File: config.mk
export PLATFORM = sky130hd
export DESIGN_NAME = bcd_decade_counter
export DESIGN_NICKNAME = d
export VERILOG_FILES = /design/src/rtl/bcd_pkg.sv /design/src/rtl/bcd_toggle_logic.sv /design/src/rtl/bcd_code_decode.sv /design/src/rtl/bcd_state_reg.sv /design/src/rtl/bcd_decade_counter.sv
export SDC_FILE = /design/constraint.sdc
export NUM_CORES = 1
export LEC_CHECK = 0
export BUFFER_PORTS_ARGS = -buffer_cell sky130_fd_sc_hd__buf_2
export CELL_PAD_IN_SITES_DETAIL_PLACEMENT = 2
export CELL_PAD_IN_SITES_GLOBAL_PLACEMENT = 2
export CORE_AREA = 4 4 41 43
export DETAILED_ROUTE_END_ITERATION = 12
export DIE_AREA = 0 0 45 47
export PLACE_DENSITY_LB_ADDON = 0.1
export SLEW_MARGIN = 25
export SYNTH_ARGS = -nofsm -noshare
export SYNTH_HDL_FRONTEND = slang
export SYNTH_HIERARCHICAL = 1
export SYNTH_SLANG_ARGS = --single-unit
File: constraint.sdc
create_clock -name clk -period 1.05 [get_ports clk]
set_input_delay 0.21 -clock clk [delete_from_list [all_inputs] [get_ports clk]]
set_output_delay 0.21 -clock clk [all_outputs]
set_load 0.01 [all_outputs]
File: src/rtl/bcd_pkg.sv
package bcd_pkg;
   localparam int DIGIT_W = 4;
   typedef logic [DIGIT_W-1:0] bcd_t;
   localparam bcd_t BCD_ZERO = 4'd0;
   localparam bcd_t BCD_NINE = 4'd9;
   // bit positions by decimal weight
   localparam int B1 = 0;
   localparam int B2 = 1;
   localparam int B4 = 2;
   localparam int B8 = 3;
endpackage

File: src/rtl/bcd_toggle_logic.sv
module bcd_toggle_logic
   import bcd_pkg::*;
(
   input  bcd_t q,
   input  logic en,
   output bcd_t tgl
);
   logic carry_lo;
   logic ninth_wrap;
   logic mid_wrap;

   assign carry_lo   = q[B1] & q[B2];
   assign ninth_wrap = q[B1] & q[B8];
   assign mid_wrap   = carry_lo & q[B4];

   always_comb begin
      tgl      = '0;
      tgl[B1]  = en;
      tgl[B2]  = en & q[B1] & ~q[B8];
      tgl[B4]  = en & carry_lo;
      tgl[B8]  = en & (ninth_wrap | mid_wrap);
   end
endmodule

File: src/rtl/bcd_code_decode.sv
module bcd_code_decode
   import bcd_pkg::*;
(
   input  bcd_t q,
   input  logic en,
   output logic illegal,
   output logic wrap_now
);
   logic is_nine;

   assign illegal  = q[B8] & (q[B4] | q[B2]);
   assign is_nine  = q[B8] & ~q[B4] & ~q[B2] & q[B1];
   assign wrap_now = en & is_nine;
endmodule

File: src/rtl/bcd_state_reg.sv
module bcd_state_reg
   import bcd_pkg::*;
#(
   parameter bit ASYNC_RESET = 1'b1
)(
   input  logic clk,
   input  logic rst,
   input  bcd_t d,
   output bcd_t q
);
   bcd_t state_q;

   generate
      if (ASYNC_RESET) begin : g_async
         always_ff @(posedge clk or posedge rst) begin
            if (rst) state_q <= BCD_ZERO;
            else     state_q <= d;
         end
      end else begin : g_sync
         always_ff @(posedge clk) begin
            if (rst) state_q <= BCD_ZERO;
            else     state_q <= d;
         end
      end
   endgenerate

   assign q = state_q;
endmodule

File: src/rtl/bcd_decade_counter.sv
module bcd_decade_counter
   import bcd_pkg::*;
#(
   parameter int WIDTH         = 4,
   parameter bit FAST_RECOVERY = 1'b0,
   parameter bit ASYNC_RESET   = 1'b1
)(
   input  logic             clk,
   input  logic             rst,
   input  logic             cnt_en,
   output logic [WIDTH-1:0] digit,
   output logic             carry_out,
   output logic             bad_code
);
   generate
      if (WIDTH != DIGIT_W) begin : g_bad_width
         $error("bcd_decade_counter: WIDTH must be 4");
      end
   endgenerate

   bcd_t cur_q;
   bcd_t tgl;
   bcd_t eq_next;
   bcd_t nxt;
   logic illegal;
   logic wrap_now;

   bcd_toggle_logic u_tgl (
      .q   (cur_q),
      .en  (cnt_en),
      .tgl (tgl)
   );

   bcd_code_decode u_dec (
      .q        (cur_q),
      .en       (cnt_en),
      .illegal  (illegal),
      .wrap_now (wrap_now)
   );

   assign eq_next = cur_q ^ tgl;

   generate
      if (FAST_RECOVERY) begin : g_fast
         assign nxt = (illegal & cnt_en) ? BCD_ZERO : eq_next;
      end else begin : g_equation
         assign nxt = eq_next;
      end
   endgenerate

   bcd_state_reg #(.ASYNC_RESET(ASYNC_RESET)) u_reg (
      .clk (clk),
      .rst (rst),
      .d   (nxt),
      .q   (cur_q)
   );

   assign digit     = cur_q;
   assign carry_out = wrap_now;
   assign bad_code  = illegal;
endmodule

==> flow_summary_export.csv, run 1 <==
group,metric,value,unit
finish,final_common_cell,"buf_6",
hold_path,hold_class,"primary input to flop",
power,leakagePower,0.192,nW
timing,fin_crit,1.19,ns
power,power_switching,0.000476,W
floorplanning,core_area,1300,um^2
timing,hold_viol,0,
placement,gp_congestion,0.675,
yosys,synth_cell_types,11,
cts,cts_inserted_buffers,3,
global_route,grt_pass1_wl,1090,um
finish,area_delta_synth_final,101,%
power,report.power.total,0.00132,W
finish,final_area,384,um^2
drt,vias_per_cell,3.92,
cts,cts.sinks,4,
drt,ant_nets,0,
global_route,antenna_found_initial,0,
timing,setup_viol,5,
yosys,postSynthCellCount,18,
floorplanning,rows,13,
finish,layout-drive-gt1-share,67.6,%
power,swShare,36.2,%
yosys,syn_area,191,um^2
yosys,yosysTopAreaCell,"dfrtp_1",
setup_path,worst_setup_path_start_kind,"flop",
job,drv_cap,0,
floorplanning,die_area,2120,um^2
cts,ctsLongestPathBuffers,2,
cts,htree_levels,1,
power,ir_drop,0.000904,V
timing,worst_clock_skew,0.00158,ns
drt,post-route-drc-count,0,
timing,maxSlewViolCount,0,
timing,final.setup.worst_slack,-0.143,ns
finish,largest_reg_flops,4,
timing,tightest_slew,0.182,ns
cts,root_buffer,"clkbuf_4",
placement,dp_hpwl,375,um
drt,vias,204,
timing,post-route-period-util,114,%
floorplanning,io_pins,9,
yosys,avgSynthCellArea,10.6,um^2
setup_path,setup.worst_path.class,"flop to output pin",
drt,drt-total-wl,622,um
setup_path,path_max_fanout,4,
cts,path_clk_slew,0.04,ns
setup_path,cp.arrival,0.98,ns
finish,antenna_cells,0,
yosys,yosys_warnings,6,
floorplanning,die_y,47,um
setup_path,worstPathRequired,0.84,ns
cts,clk_latency,0.23,ns
power,p_int,0.000840,W
global_route,grt_pass1_vias,229,
global_route,grt_overflow,0,
power,seq_power_share,26.6,%
placement,place_area,250,um^2
floorplanning,die_w,45,um
run_status,violations,"negative setup slack",
timing,maxSlewHeadroom,87.9,%
yosys,synth_seq_area_share,52.3,%
yosys,ys_ff_latch,4,
yosys,yosys-top-cells-area,"dfrtp_1 (52%), xor2_1 (18%), nor3_2 (5.2%), buf_4 (3.9%), nor2_1 (3.9%)",
setup_path,worstSetupEndpointType,"output pin",
finish,mostFrequentLayoutCells,"buf_6 (6), buf_2 (5), buf_4 (5)",
power,power_frac_comb,59.4,%
timing,fmax,0.838,GHz
global_route,grt_max_degree,5,
drt,drt_first_pass_iters,2,
global_route,grt_use_total,7.83,%
run_status,run_status,"complete, but fails checks",
drt,avgRoutedWirePerCell,12.0,um
drt,drtIter0Drc,1,
yosys,syn_nets,21,
power,p_per_area,3430,nW/um^2
floorplanning,initial_utilization,14.7,%
placement,io_buffers,8,
timing,setup_tns,-0.422,ns
finish,finalNetCount,42,
power,clkPwrFrac,14.0,%
finish,fillers,152,
cts,tritoncts,"yes",
yosys,synth.top_cell.area_share,52.3,%
timing,grt_setup_unrepaired,"true",
==> per-stage QoR <==
stage / hold WS [ns] / setup slack, ns / std cells / utilization (%)
6_report: 0.229 / -0.143 / 52 / 29.5
5_1_grt: 0.235 / -0.187 / 52 / 29.5
4_1_cts: 0.220 / -0.144 / 51 / 28.3
3_5_place_dp: 0.104 / 0.0565 / 41 / 19.2
3_3_place_gp: 0.106 / 0.0591 / 41 / 19.2
2_1_floorplan: -0.0239 / 0.105 / 18 / -
==> critical path, stage by stage (launching register included) <==
cell     delay, ns
dfrtp_1       0.42
nand3_2       0.09
nor3_2        0.10
buf_2         0.14
==> metal layers <==
metal | track usage (%) | vias to the layer above | routed length, um
met5 | 0 | - | 0
met4 | 7.02 | 0 | 0
met3 | 3.83 | 0 | 52
met2 | 10.5 | 7 | 295
met1 | 9.13 | 101 | 274
li1 | - | 96 | -
==> what timing repair did <==
action,4_1_cts,5_1_grt
buffers inserted,6,2
endpoints found under the setup margin,4,8
hold endpoints to repair,4,0
gates resized for setup,10,2
gates cloned,0,0
pin swaps,2,2
hold buffers,1,0
==> path summary, 6_finish.rpt <==
check / startpoint / end / slack [ns] / cells after the start
worst max-delay path: u_reg/q[3] / carry_out / -0.14 / 3
worst min-delay path: cnt_en / u_reg/q[0] / 0.23 / 2
worst max register to register: u_reg/q[3] / u_reg/q[3] / 0 / 4
worst min register to register: u_reg/q[1] / u_reg/q[1] / 0.60 / 2
max in group asynchronous: rst / u_reg/q[1] / 0.46 / 3
min in group asynchronous: rst / u_reg/q[0] / 0.41 / 3
==> area by class of cell <==
cell class                      instances  area [um^2]  area share (%)
Clock buffer                            3         22.5            5.86
Timing Repair Buffer                   17          140            36.5
Multi-Input combinational cell         12         96.3            25.1
Inverter                                1         3.75           0.977
Tap cell                               15         18.8            4.89
Sequential cell                         4          103            26.7
==> synthesized netlist by cell type (all sizes together) <==
cell,count
nor3,1
nand3,1
nor2,2
a21oi,1
xor2,4
o21a,1
inv,1
dfrtp,4
and3,1
nand2,1
buf,1
==> power by group through the flow <==
stage / Combinational (W) / Sequential (W) / Clock, W
after floorplan: 0.000154 / 0.000387 / 0
after global placement: 0.000360 / 0.000366 / 0
after detailed placement: 0.000360 / 0.000373 / 0
after CTS: 0.000727 / 0.000346 / 0.000196
after global routing: 0.000841 / 0.000367 / 0.000215
final: 0.000782 / 0.000350 / 0.000184
==> cell families after synthesis <==
kind of cell / count (synthesis) / synth area share [%]
simple gates: 6 / 17.0
xor+xnor: 4 / 18.3
flops: 4 / 52.3
compound gates: 2 / 6.53
buf+inv: 2 / 5.88
(Power assumes the default switching activity.)
==> run 2: changes to the inputs <==
--- a/config.mk
+++ b/config.mk
@@ -17,3 +17,4 @@
 export SYNTH_HDL_FRONTEND = slang
 export SYNTH_HIERARCHICAL = 1
 export SYNTH_SLANG_ARGS = --single-unit
+export TNS_END_PERCENT = 5
==> flow_summary_export.csv, run 2 (synthesis gave the netlist of run 1 again) <==
group,metric,value,unit
drt,avgRoutedWirePerCell,11.0,um
drt,vias,199,
timing,fin_crit,1.18,ns
cts,root_buffer,"clkbuf_4",
placement,io_buffers,8,
power,p_int,0.000820,W
finish,area_delta_synth_final,93.5,%
cts,cts_inserted_buffers,3,
timing,setup_viol,7,
setup_path,path_max_fanout,4,
floorplanning,rows,13,
timing,hold_viol,0,
timing,hold-worst-slack,0.206,ns
cts,ctsLongestPathBuffers,2,
timing,maxSlewViolCount,0,
floorplanning,die_y,47,um
setup_path,worstPathRequired,0.84,ns
floorplanning,initial_utilization,14.7,%
job,drv_cap,0,
power,leakagePower,0.190,nW
timing,fmax,0.844,GHz
power,p_per_area,3410,nW/um^2
timing,tightest_slew,0.181,ns
finish,antenna_cells,0,
cts,htree_levels,1,
finish,largest_reg_flops,4,
power,ir_drop,0.000807,V
timing,grt_setup_unrepaired,"true",
floorplanning,core_area,1300,um^2
finish,layout-drive-gt1-share,64.9,%
finish,final_common_cell,"buf_4",
finish,mostFrequentLayoutCells,"buf_4 (6), buf_2 (5), buf_6 (5)",
placement,place_inst,41,
power,clkPwrFrac,15.1,%
setup_path,setup.worst_path.class,"flop to output pin",
global_route,grt_pass1_vias,223,
drt,vias_per_cell,3.83,
setup_path,worstSetupEndpointType,"output pin",
finish,layout.cells.non_filler,52,
power,swShare,35.1,%
floorplanning,die_area,2120,um^2
global_route,grt_overflow,0,
power,power_switching,0.000444,W
run_status,run_status,"complete, but fails checks",
global_route,grt_util_met1,8.01,%
timing,maxSlewHeadroom,87.9,%
drt,drt_first_pass_iters,1,
power,power_frac_comb,58.3,%
timing,post-route-period-util,113,%
global_route,grt_pass1_wl,1030,um
drt,ant_nets,0,
drt,drt-total-wl,570,um
placement,dp_hpwl,375,um
global_route,met2_usage,10.5,%
finish,finalNetCount,42,
drt,drtIter0Drc,0,
global_route,grt_use_total,7.44,%
timing,final.setup.worst_slack,-0.135,ns
global_route,grt-busiest-layer,"met2",
drt,post-route-drc-count,0,
cts,tritoncts,"yes",
global_route,antenna_found_initial,0,
floorplanning,io_pins,9,
hold_path,hold_class,"primary input to flop",
floorplanning,die_w,45,um
placement,gp_congestion,0.675,
placement,post-place-ws,0.0565,ns
cts,clk_latency,0.23,ns
global_route,grt_max_degree,5,
cts,cts.sinks,4,
timing,worst_clock_skew,0.00677,ns
cts,path_clk_slew,0.04,ns
global_route,use_met3,3.83,%
setup_path,cp.arrival,0.97,ns
power,seq_power_share,26.6,%
run_status,violations,"negative setup slack",
setup_path,worst_setup_path_start_kind,"flop",
==> run 2: cell count changes in the layout (fill, tap and decap cells not counted) <==
cell and delta:
buf_4 +1, buf_6 -1, nand3_1 +1, nand3_2 -1, nor2_2 +1, nor2_4 -1
==> run 2: timing repair <==
| item | 4_1_cts | 5_1_grt |
|---|---|---|
| gates resized for setup | 8 | 1 |
| setup buffers | 6 | 1 |
| pin swaps | 2 | 0 |
| endpoints found under the setup margin | 4 | 7 |
| endpoints found under the hold margin | 4 | 0 |
| hold buffers | 1 | 0 |
==> run 2: power groups by stage <==
stage	logic (W)	clock network, W	registers, W
floorplan	0.000154	0	0.000387
global placement	0.000360	0	0.000366
detailed placement	0.000360	0	0.000373
CTS	0.000717	0.000196	0.000339
global route	0.000798	0.000214	0.000356
finish	0.000737	0.000191	0.000337
==> run 2: routing by layer <==
layer,part of all wire [%],vias to the layer above
met5,0,-
met4,0,0
met3,9.1,0
met2,51,7
met1,40,95
li1,-,97
==> run 2: final cells by class <==
type	count	area, um^2
clock buffers	3	22.5
inverters	1	3.75
multi-input cells	12	86.3
flip-flops and latches	4	103
repair buffers	17	136
fillers	155	931
well taps	15	18.8
==> run 2: stage by stage <==
step | utilization [%] | TNS [ns] | cell area (um^2) | power (W)
floorplan | - | 0 | 191 | 0.000540
global placement | 19.2 | 0 | 250 | 0.000726
detailed placement | 19.2 | 0 | 250 | 0.000733
CTS | 27.7 | -0.459 | 360 | 0.00125
global route | 28.5 | -0.864 | 370 | 0.00137
finish | 28.5 | -0.550 | 370 | 0.00126
==> run 2: final timing paths <==
| path | endpoint | slack [ns] | cells after the start | startpoint |
|---|---|---|---|---|
| setup / recovery | bad_code | -0.13 | 2 | u_reg/q[2] |
| hold / removal | u_reg/q[0] | 0.21 | 2 | cnt_en |
| setup reg to reg | u_reg/q[1] | -0.07 | 5 | u_reg/q[3] |
| hold reg to reg | u_reg/q[0] | 0.58 | 2 | u_reg/q[0] |
| max in group asynchronous | u_reg/q[1] | 0.45 | 3 | rst |
| min in group asynchronous | u_reg/q[0] | 0.41 | 3 | rst |
==> run 2: critical path: stages, from the launching register on <==
cell and delay [ns]:
dfrtp_2 0.42, o21a_1 0.19, buf_2 0.13
